### config.mk
export PLATFORM = sky130hd
export DESIGN_NAME = flash_prog_seq
export DESIGN_NICKNAME = d
export VERILOG_FILES = /design/src/rtl/fps_pkg.sv /design/src/rtl/fps_datapath.sv /design/src/rtl/fps_ctrl.sv /design/src/rtl/flash_prog_seq.sv
export SDC_FILE = /design/constraint.sdc
export NUM_CORES = 1
export LEC_CHECK = 0
export BUFFER_PORTS_ARGS = -buffer_cell sky130_fd_sc_hd__buf_2
export CORE_MARGIN = 8
export CORE_UTILIZATION = 55
export CTS_CLUSTER_SIZE = 20
export DETAILED_ROUTE_END_ITERATION = 7
export PLACE_DENSITY = 0.79
export SLEW_MARGIN = 5
export SYNTH_ARGS = -nofsm -noshare
export SYNTH_HDL_FRONTEND = slang
export SYNTH_HIERARCHICAL = 1
export SYNTH_SLANG_ARGS = --single-unit
export TNS_END_PERCENT = 50
### constraint.sdc
create_clock -name clk -period 6.2 [get_ports clk]
set_clock_uncertainty 0.1 [all_clocks]
set_input_delay 1.24 -clock clk [delete_from_list [all_inputs] [get_ports clk]]
set_output_delay 1.24 -clock clk [all_outputs]
set_load 0.1 [all_outputs]
### src/rtl/fps_pkg.sv
package fps_pkg;

  typedef enum logic [1:0] {
    OP_PROGRAM = 2'b00,
    OP_CHECK   = 2'b01,
    OP_READARR = 2'b10,
    OP_CLRSTAT = 2'b11
  } op_e;

  typedef enum logic [1:0] {
    CMD_SETUP   = 2'd0,
    CMD_DATA    = 2'd1,
    CMD_READARR = 2'd2,
    CMD_CLRSTAT = 2'd3
  } cmdSel_e;

  typedef enum logic [1:0] {
    ERR_NONE = 2'b00,
    ERR_VOLT = 2'b01,
    ERR_PROT = 2'b10,
    ERR_PGM  = 2'b11
  } err_e;

  localparam logic [7:0] CODE_PGM_SETUP = 8'h40;
  localparam logic [7:0] CODE_READARR   = 8'hFF;
  localparam logic [7:0] CODE_CLRSTAT   = 8'h50;

  localparam int BIT_READY = 7;
  localparam int BIT_VOLT  = 3;
  localparam int BIT_PROT  = 1;
  localparam int BIT_PGM   = 4;

  // strobes from the sequence control to the bus datapath
  typedef struct packed {
    logic    latchReq;
    logic    launchWr;
    logic    launchRd;
    logic    incPoll;
    cmdSel_e cmdSel;
  } strobes_t;

endpackage

### src/rtl/fps_datapath.sv
module fps_datapath
  import fps_pkg::*;
#(
  parameter int ADDR_W     = 24,
  parameter int DATA_W     = 16,
  parameter int SETUP_CYC  = 2,
  parameter int PULSE_CYC  = 4,
  parameter int HOLD_CYC   = 1,
  parameter int ACCESS_CYC = 3,
  parameter int MAX_POLLS  = 1000
) (
  input  logic              clk,
  input  logic              rstN,
  input  strobes_t          strb,
  input  logic [ADDR_W-1:0] reqAddr,
  input  logic [DATA_W-1:0] reqData,
  input  logic [DATA_W-1:0] flDqIn,
  output logic              cycDone,
  output logic [7:0]        statusByte,
  output logic              pollLast,
  output logic [ADDR_W-1:0] flAddr,
  output logic [DATA_W-1:0] flDqOut,
  output logic              flDqOe,
  output logic              flCeN,
  output logic              flWeN,
  output logic              flOeN
);

  localparam int MAX_WA  = (SETUP_CYC > PULSE_CYC) ? SETUP_CYC : PULSE_CYC;
  localparam int MAX_WB  = (HOLD_CYC > ACCESS_CYC) ? HOLD_CYC : ACCESS_CYC;
  localparam int MAX_PH  = (MAX_WA > MAX_WB) ? MAX_WA : MAX_WB;
  localparam int TMR_W   = $clog2(MAX_PH + 1);
  localparam int POLL_W  = $clog2(MAX_POLLS + 1);

  localparam logic [TMR_W-1:0]  SU_LOAD = TMR_W'(SETUP_CYC - 1);
  localparam logic [TMR_W-1:0]  PW_LOAD = TMR_W'(PULSE_CYC - 1);
  localparam logic [TMR_W-1:0]  HD_LOAD = TMR_W'(HOLD_CYC - 1);
  localparam logic [TMR_W-1:0]  RD_LOAD = TMR_W'(ACCESS_CYC - 1);
  localparam logic [POLL_W-1:0] POLL_TOP = POLL_W'(MAX_POLLS - 1);

  typedef enum logic [2:0] {
    PH_IDLE, PH_SETUP, PH_PULSE, PH_HOLD, PH_READ, PH_GAP
  } phase_e;

  phase_e              phase;
  logic [TMR_W-1:0]    timer;
  logic [ADDR_W-1:0]   addrReg;
  logic [DATA_W-1:0]   dataReg;
  logic [DATA_W-1:0]   wrWord;
  logic [DATA_W-1:0]   wordSel;
  logic [POLL_W-1:0]   pollCnt;
  logic                inWrite;
  logic                unusedDq;

  assign unusedDq = ^flDqIn;

  always_comb begin
    unique case (strb.cmdSel)
      CMD_DATA:    wordSel = dataReg;
      CMD_SETUP:   wordSel = DATA_W'(CODE_PGM_SETUP);
      CMD_READARR: wordSel = DATA_W'(CODE_READARR);
      default:     wordSel = DATA_W'(CODE_CLRSTAT);
    endcase
  end

  always_ff @(posedge clk or negedge rstN) begin
    if (!rstN) begin
      addrReg <= '0;
      dataReg <= '0;
      pollCnt <= '0;
    end else if (strb.latchReq) begin
      addrReg <= reqAddr;
      dataReg <= reqData;
      pollCnt <= '0;
    end else if (strb.incPoll) begin
      pollCnt <= pollCnt + 1'b1;
    end
  end

  always_ff @(posedge clk or negedge rstN) begin
    if (!rstN) begin
      phase      <= PH_IDLE;
      timer      <= '0;
      wrWord     <= '0;
      statusByte <= '0;
    end else begin
      unique case (phase)
        PH_IDLE: begin
          if (strb.launchWr) begin
            phase  <= PH_SETUP;
            timer  <= SU_LOAD;
            wrWord <= wordSel;
          end else if (strb.launchRd) begin
            phase <= PH_READ;
            timer <= RD_LOAD;
          end
        end
        PH_SETUP: begin
          if (timer == '0) begin
            phase <= PH_PULSE;
            timer <= PW_LOAD;
          end else begin
            timer <= timer - 1'b1;
          end
        end
        PH_PULSE: begin
          if (timer == '0) begin
            phase <= PH_HOLD;
            timer <= HD_LOAD;
          end else begin
            timer <= timer - 1'b1;
          end
        end
        PH_HOLD: begin
          if (timer == '0) phase <= PH_GAP;
          else             timer <= timer - 1'b1;
        end
        PH_READ: begin
          if (timer == '0) begin
            phase      <= PH_GAP;
            statusByte <= flDqIn[7:0];
          end else begin
            timer <= timer - 1'b1;
          end
        end
        default: phase <= PH_IDLE;
      endcase
    end
  end

  assign inWrite  = (phase == PH_SETUP) || (phase == PH_PULSE) || (phase == PH_HOLD);
  assign flAddr   = addrReg;
  assign flDqOut  = wrWord;
  assign flDqOe   = inWrite;
  assign flCeN    = !(inWrite || (phase == PH_READ));
  assign flWeN    = (phase != PH_PULSE);
  assign flOeN    = (phase != PH_READ);
  assign cycDone  = (phase == PH_GAP);
  assign pollLast = (pollCnt == POLL_TOP);

endmodule

### src/rtl/fps_ctrl.sv
module fps_ctrl
  import fps_pkg::*;
#(
  parameter bit LOCK_CHECK = 1'b1
) (
  input  logic       clk,
  input  logic       rstN,
  input  logic       reqValid,
  input  logic [1:0] reqOp,
  input  logic       reqDefer,
  input  logic       cycDone,
  input  logic [7:0] statusByte,
  input  logic       pollLast,
  output strobes_t   strb,
  output logic       busy,
  output logic       done,
  output logic [1:0] errCode,
  output logic       timeout
);

  typedef enum logic [3:0] {
    S_IDLE, S_ISSUE_SU, S_WAIT_SU, S_ISSUE_DAT, S_WAIT_DAT,
    S_ISSUE_RD, S_WAIT_RD, S_ISSUE_CMD, S_WAIT_CMD, S_DONE
  } state_e;

  state_e state, nxt;
  op_e    opReg;
  logic   deferReg;
  logic   finish;
  err_e   finErr;
  logic   finTo;
  err_e   classErr;
  logic   protHit;
  logic   unusedStat;

  assign unusedStat = ^statusByte;

  generate
    if (LOCK_CHECK) begin : g_lockChk
      assign protHit = statusByte[BIT_PROT];
    end else begin : g_noLockChk
      assign protHit = 1'b0;
    end
  endgenerate

  always_comb begin
    if (statusByte[BIT_VOLT])     classErr = ERR_VOLT;
    else if (protHit)             classErr = ERR_PROT;
    else if (statusByte[BIT_PGM]) classErr = ERR_PGM;
    else                          classErr = ERR_NONE;
  end

  always_comb begin
    nxt         = state;
    strb        = '0;
    strb.cmdSel = CMD_SETUP;
    finish      = 1'b0;
    finErr      = ERR_NONE;
    finTo       = 1'b0;
    unique case (state)
      S_IDLE: begin
        if (reqValid) begin
          strb.latchReq = 1'b1;
          unique case (op_e'(reqOp))
            OP_PROGRAM: nxt = S_ISSUE_SU;
            OP_CHECK:   nxt = S_ISSUE_RD;
            default:    nxt = S_ISSUE_CMD;
          endcase
        end
      end
      S_ISSUE_SU: begin
        strb.launchWr = 1'b1;
        strb.cmdSel   = CMD_SETUP;
        nxt           = S_WAIT_SU;
      end
      S_WAIT_SU:  if (cycDone) nxt = S_ISSUE_DAT;
      S_ISSUE_DAT: begin
        strb.launchWr = 1'b1;
        strb.cmdSel   = CMD_DATA;
        nxt           = S_WAIT_DAT;
      end
      S_WAIT_DAT: if (cycDone) nxt = S_ISSUE_RD;
      S_ISSUE_RD: begin
        strb.launchRd = 1'b1;
        nxt           = S_WAIT_RD;
      end
      S_WAIT_RD: begin
        if (cycDone) begin
          if (!statusByte[BIT_READY]) begin
            if (pollLast) begin
              nxt    = S_DONE;
              finish = 1'b1;
              finTo  = 1'b1;
            end else begin
              strb.incPoll = 1'b1;
              nxt          = S_ISSUE_RD;
            end
          end else begin
            nxt    = S_DONE;
            finish = 1'b1;
            finErr = (opReg == OP_PROGRAM && deferReg) ? ERR_NONE : classErr;
          end
        end
      end
      S_ISSUE_CMD: begin
        strb.launchWr = 1'b1;
        strb.cmdSel   = (opReg == OP_READARR) ? CMD_READARR : CMD_CLRSTAT;
        nxt           = S_WAIT_CMD;
      end
      S_WAIT_CMD: begin
        if (cycDone) begin
          nxt    = S_DONE;
          finish = 1'b1;
        end
      end
      default: nxt = S_IDLE;
    endcase
  end

  always_ff @(posedge clk or negedge rstN) begin
    if (!rstN) begin
      state    <= S_IDLE;
      opReg    <= OP_PROGRAM;
      deferReg <= 1'b0;
      errCode  <= ERR_NONE;
      timeout  <= 1'b0;
    end else begin
      state <= nxt;
      if (strb.latchReq) begin
        opReg    <= op_e'(reqOp);
        deferReg <= reqDefer;
      end
      if (finish) begin
        errCode <= finErr;
        timeout <= finTo;
      end
    end
  end

  assign busy = (state != S_IDLE);
  assign done = (state == S_DONE);

endmodule

### src/rtl/flash_prog_seq.sv
module flash_prog_seq
  import fps_pkg::*;
#(
  parameter int ADDR_W     = 24,
  parameter int DATA_W     = 16,
  parameter int SETUP_CYC  = 2,
  parameter int PULSE_CYC  = 4,
  parameter int HOLD_CYC   = 1,
  parameter int ACCESS_CYC = 3,
  parameter int MAX_POLLS  = 1000,
  parameter bit LOCK_CHECK = 1'b1
) (
  input  logic              clk,
  input  logic              rstN,
  input  logic              reqValid,
  input  logic [1:0]        reqOp,
  input  logic              reqDefer,
  input  logic [ADDR_W-1:0] reqAddr,
  input  logic [DATA_W-1:0] reqData,
  output logic              busy,
  output logic              done,
  output logic [1:0]        errCode,
  output logic              timeout,
  output logic [ADDR_W-1:0] flAddr,
  output logic [DATA_W-1:0] flDqOut,
  output logic              flDqOe,
  input  logic [DATA_W-1:0] flDqIn,
  output logic              flCeN,
  output logic              flWeN,
  output logic              flOeN
);

  strobes_t   strb;
  logic       cycDone;
  logic [7:0] statusByte;
  logic       pollLast;

  fps_ctrl #(
    .LOCK_CHECK(LOCK_CHECK)
  ) u_ctrl (
    .clk        (clk),
    .rstN       (rstN),
    .reqValid   (reqValid),
    .reqOp      (reqOp),
    .reqDefer   (reqDefer),
    .cycDone    (cycDone),
    .statusByte (statusByte),
    .pollLast   (pollLast),
    .strb       (strb),
    .busy       (busy),
    .done       (done),
    .errCode    (errCode),
    .timeout    (timeout)
  );

  fps_datapath #(
    .ADDR_W     (ADDR_W),
    .DATA_W     (DATA_W),
    .SETUP_CYC  (SETUP_CYC),
    .PULSE_CYC  (PULSE_CYC),
    .HOLD_CYC   (HOLD_CYC),
    .ACCESS_CYC (ACCESS_CYC),
    .MAX_POLLS  (MAX_POLLS)
  ) u_dp (
    .clk        (clk),
    .rstN       (rstN),
    .strb       (strb),
    .reqAddr    (reqAddr),
    .reqData    (reqData),
    .flDqIn     (flDqIn),
    .cycDone    (cycDone),
    .statusByte (statusByte),
    .pollLast   (pollLast),
    .flAddr     (flAddr),
    .flDqOut    (flDqOut),
    .flDqOe     (flDqOe),
    .flCeN      (flCeN),
    .flWeN      (flWeN),
    .flOeN      (flOeN)
  );

endmodule

### Yosys cells after proc, flatten, opt, wreduce, memory -nomap -nowiden

Cells that the tools add are included.

* output and inout port bits: 49
* input port bits: 62
* logic and storage cells: 115
* bits in registers: 90

* reductions and logical operators: 21
* equality and inequality tests: 31
* mux-type cells: 49
* add/sub/neg operators: 2

Operators by type and width (count)
* 16-bit case mux with 3 select lines: 1
* 4-bit case mux with 9 select lines: 1
* 3-bit two-way mux: 10
* 4-bit two-way mux: 7
* 3-bit case mux with 4 select lines: 2
* 10-bit two-way mux: 2
* 4-bit by 3-bit equality test with 1-bit output (second input constant): 4
* 1-bit two-way mux: 16
* 2-bit two-way mux: 7
* 2-bit != test (second input constant): 6
* 10-bit by 1-bit adder with 10-bit output (second input constant): 1
* 10-bit equality test (second input constant): 1
* 4-bit by 2-bit equality test with 1-bit output (second input constant): 2
* 4-bit equality test (second input constant): 2
* 4-bit nonzero test: 2
* 3-bit by 2-bit equality test with 1-bit output (second input constant): 2
* 3-bit equality test (second input constant): 2
* 2-bit logical NOT: 3
* 3-bit logical NOT: 2
* 2-bit by 1-bit != test with 1-bit output (second input constant): 3
* 3-bit != test (second input constant): 2
* 3-bit case mux with 2 select lines: 1
* 5-bit AND reduction: 1
* 2-bit by 1-bit equality test with 1-bit output (second input constant): 2
* other kinds (17): 21

### Longest topological paths before layout

* depth after elaboration: 7
* depth in mapped cells: 9

### Hierarchy

The synthesis kept the hierarchy.

By module, submodules not included
* fps_datapath: cells an instance 279, area an instance 3418.3 um^2, times used 1, seq. area each 2001.9 um^2
* fps_ctrl: cells an instance 76, area an instance 705.7 um^2, times used 1, seq. area each 250.2 um^2

### Worst setup path after synthesis

No wires, ideal clock.

* kind: register to output
* start: register u_dp.phase[2]
* end: output flCeN
* stages on the path, launching flop included: 5
* setup slack: 2.323 ns
* buffers on the path: 2
* data arrival time: 2.537 ns
* required time: 4.860 ns
* path through: dfrtp_1 -> buf_2 -> clkbuf_1 -> inv_1 -> xnor2_1

* word-level cells in the longest chain between the ends: 5
* elaborated cells on any way between the ends: 8
* classes of those cells: eq/ne (4); reduce/logical (4)

RTL lines
* from (decl): RTL line fps_datapath.sv:45 `phase_e phase;`
* from (signal assigned): RTL line fps_datapath.sv:82 `phase <= PH_IDLE;`
* from (signal assigned): RTL line fps_datapath.sv:90 `phase <= PH_SETUP;`
* from (signal assigned): RTL line fps_datapath.sv:94 `phase <= PH_READ;`
* 3-bit by 1-bit equality test with 1-bit output or 3-bit by 2-bit equality test with 1-bit output (tied branches): RTL line fps_datapath.sv:131 `assign inWrite = (phase == PH_SETUP) || (phase == PH_PULSE) || (phase == PH_HOLD);`
* 1-bit logical OR (2 in series): RTL line fps_datapath.sv:131
* 1-bit logical OR *: RTL line fps_datapath.sv:135 `assign flCeN = !(inWrite || (phase == PH_READ));`
* 1-bit logical NOT *: RTL line fps_datapath.sv:135
* to (decl): RTL line flash_prog_seq.sv:28 `output logic flCeN,`

Mark *: on every way between the ends. The rest lies on a longest branch, timed or not.

### Worst setup path after layout

* start: register u_dp.phase[0]
* end: output flCeN

Same word-level chain as after synthesis.

==> flow_results.org <==
** Worst setup path
- Data required, critical path :: 4860 ps
- Library cell contributing the largest single delay on the critical path :: sky130_fd_sc_hd__nor2_1
- Longest individual stage delay on the worst path :: 700 ps
- The number of buffers and inverters on the critical path is 1.
- The signal on the critical path passes through nor2_1 -> xnor2_1 -> buf_2.
- Data arrives at the worst endpoint at 2210 ps.
- Startpoint of the worst setup timing path :: u_dp/phase[0]
- The worst setup path is captured at a primary output.
- Maximum fanout along the worst path :: 14
- In this run the critical register-to-register path is launched from u_ctrl/state[1].
- Across all register-to-register paths, the minimum setup slack is 3340 ps.
- Type of element launching the critical path :: flip-flop
- Kind of cell adding the most delay to the critical path :: simple AND/OR/NAND/NOR gates
- The critical path in this run is classified as reg2out.

** Timing
- The worst path uses 57.3% of the clock period.
- Setup Viol. Count Final :: 0
- Transition time at the pin with the least slew margin :: 1150 ps
- Hold Vio Cnt, Final :: 0
- Timing-limited maximum frequency :: 282 MHz
- After layout, the worst setup slack is 2650 ps.
- Final slew viol count :: 0
- Slew Limit Headroom :: 23.3%
- For the final routed database, the setup TNS stands at 0 ps.
- The smallest clock period supported by the final layout is computed as 3550 ps.
- Setup repair after global routing left no endpoint under its margin.

** GRT
- Pin count of the biggest net entering global routing :: 53
- Global-route wire length before repair :: 14,300 um
- The number of antenna violations at the first check in global routing came to 0.
- The via count of the first global-routing pass came to 2,980.
- GRT overflow :: 0
- GRT Util Overall :: 17.8%

** Clocking
- Cell at the root of the clock tree :: sky130_fd_sc_hd__clkbuf_8
- Buffers inserted to repair hold after CTS numbered 0.
- Clock-pin slew was measured on the worst setup and hold paths at 80 ps.
- Number of buffers on the longest clock path :: 2
- Clock tree synthesis inserted a total of 9 buffers.
- Once the clock tree was built, the resizer swapped 0 gates to a different size.
- Num Clock Sinks :: 86
- CTS built an H-tree with a depth of 3.
- TritonCTS built the clock tree.
- Insertion delay of the later-clocked pin in the worst-skew pair :: 350 ps
- Post-CTS Repair Setup Buffers :: 0

** Die
- Cell row count :: 31
- Area of the die :: 10,200 um2
- Die width :: 101 um
- 111 I/O pins were placed.
- Starting density of the core :: 55.8%
- Core Area :: 7140 um2
- DIE HEIGHT :: 101 um

** Synthesis
- Syn Inst Count :: 347
- Post-synth design cell area :: 3980 um2
- Mapped Nets :: 412
- Syn Area/Cell :: 11.5 um2
- Syn. warnings :: 6

** Finish
- Antenna diode count :: 0
- Final net count :: 503
- Compared with the post-synthesis result, the final layout area differs by 18.1%.
- Proportion of layout cells with a drive suffix above 1 :: 38.8%
- Once layout is complete, the cells apart from fillers number 542.

** Detailed routing
- In this run the top signal layer used is met4.
- In the final routing, the length of wire on met1 measures 3610 um.
- ANT nets after route :: 0
- Remaining routing DRC violations :: 0
- The routed design has 8570 um of wire.
- After detailed routing, the number of vias per cell comes to 5.39.
- Wire per inst :: 15.8 um
- The detailed router finished its first iteration with 151 violations.
- Routed met2 length :: 4080 um
- Routed wire length on met3 :: 738 um
- The first detailed-routing pass took 4 iterations.
- Via Count :: 2,923

** Placement
- OpenSTA, run right after detailed placement, puts the worst setup slack at 3030 ps.
- DP Cell Count :: 526
- Last weighted congestion value of the routability-driven placer :: 0.804
- During placement, the flow inserted port buffers numbering 98.
- Final HPWL from detailed placement :: 6110 um

** Power and ir drop
- For this design the static power due to leakage is 0.00231 uW.
- Worst ir drop on vdd :: 0.160 mV
- Dividing total power by cell area gives a power density of 208 nW/um2.

** Hold path
- Min-Delay Startpoint :: u_dp/flDqOut[0]
- The min-delay analysis places its worst path in the category reg2reg.

** Job
- Max-cap violations in this run came to 0.

** Status
- Result of the run :: finished clean
area by class of cell:
cell class                      instances  area, um2
Inverter                               11       41.3
Timing Repair Buffer                   99        500
Clock buffer                           10        128
Fill cell                             568       2440
Tap cell                               99        124
Multi-Input combinational cell        231       1690
Sequential cell                        86       2150
Clock inverter                          6       68.8
layer usage:
metal | up-vias | global-route usage, %
met1 | 1403 | 21.8
met5 | - | 0
li1 | 1407 | -
met4 | 0 | 8.36
met3 | 14 | 6.42
met2 | 99 | 27.4
path summary, 6_finish.rpt:
check | depth (start not counted) | end
setup / recovery | 3 | flCeN
hold / removal | 2 | u_dp/flDqOut[0]
setup reg to reg | 5 | u_dp/flDqOut[5]
hold reg to reg | 2 | u_dp/flDqOut[0]
max in group asynchronous | 2 | u_dp/pollCnt[5]
min in group asynchronous | 1 | u_ctrl/errCode[0]
flip-flops by register name, summed over array words and instances, names as in the netlist:
| signal | cells |
|---|---|
| u_dp/pollCnt | 10 |
| u_ctrl/opReg | 2 |
| u_dp/statusByte | 4 |
| u_dp/timer | 3 |
| u_dp/dataReg | 16 |
| u_dp/flAddr | 24 |
| u_ctrl/errCode | 2 |
| u_dp/flDqOut | 16 |
| u_ctrl/state | 4 |
| u_dp/phase | 3 |
| u_ctrl/deferReg | 1 |
| u_ctrl/timeout | 1 |
worst min-delay path: cells and delay by family, from the launching register on:
family           cells  cell delay [ps]
flip-flops           1              350
AND/OR/NAND/NOR      1               40
AO/OA/AOI/OAI        1               60
stage by stage:
stage / hold WS, ps / area, um2 / utilization, % / power (uW)
after floorplan: 378 / 3980 / - / 577
after global placement: 360 / 4500 / 63.1 / 603
after detailed placement: 365 / 4500 / 63.1 / 604
after CTS: 385 / 4700 / 65.8 / 994
after global routing: 403 / 4700 / 65.8 / 1020
final: 378 / 4700 / 65.8 / 979
power breakdown:
part           leakage [uW]  internal, uW  switching [uW]
logic               0.00109          13.0            16.1
registers           0.00112           562            1.45
clock network     0.0000973           189             198
layout by cell type, fill, tap and decap left out, types with 6 or more instances in the layout:
cell type,count
sky130_fd_sc_hd__xnor2_1,6
sky130_fd_sc_hd__buf_2,97
sky130_fd_sc_hd__nor2_1,19
sky130_fd_sc_hd__nor2b_1,6
sky130_fd_sc_hd__nor3_1,7
sky130_fd_sc_hd__a21oi_1,14
sky130_fd_sc_hd__clkbuf_8,9
sky130_fd_sc_hd__inv_1,9
sky130_fd_sc_hd__nand3_1,7
sky130_fd_sc_hd__dfrtp_1,86
sky130_fd_sc_hd__o21ai_0,24
sky130_fd_sc_hd__nand2_1,33
sky130_fd_sc_hd__mux2_2,44
Note: power is estimated with default switching activity, not from simulation.
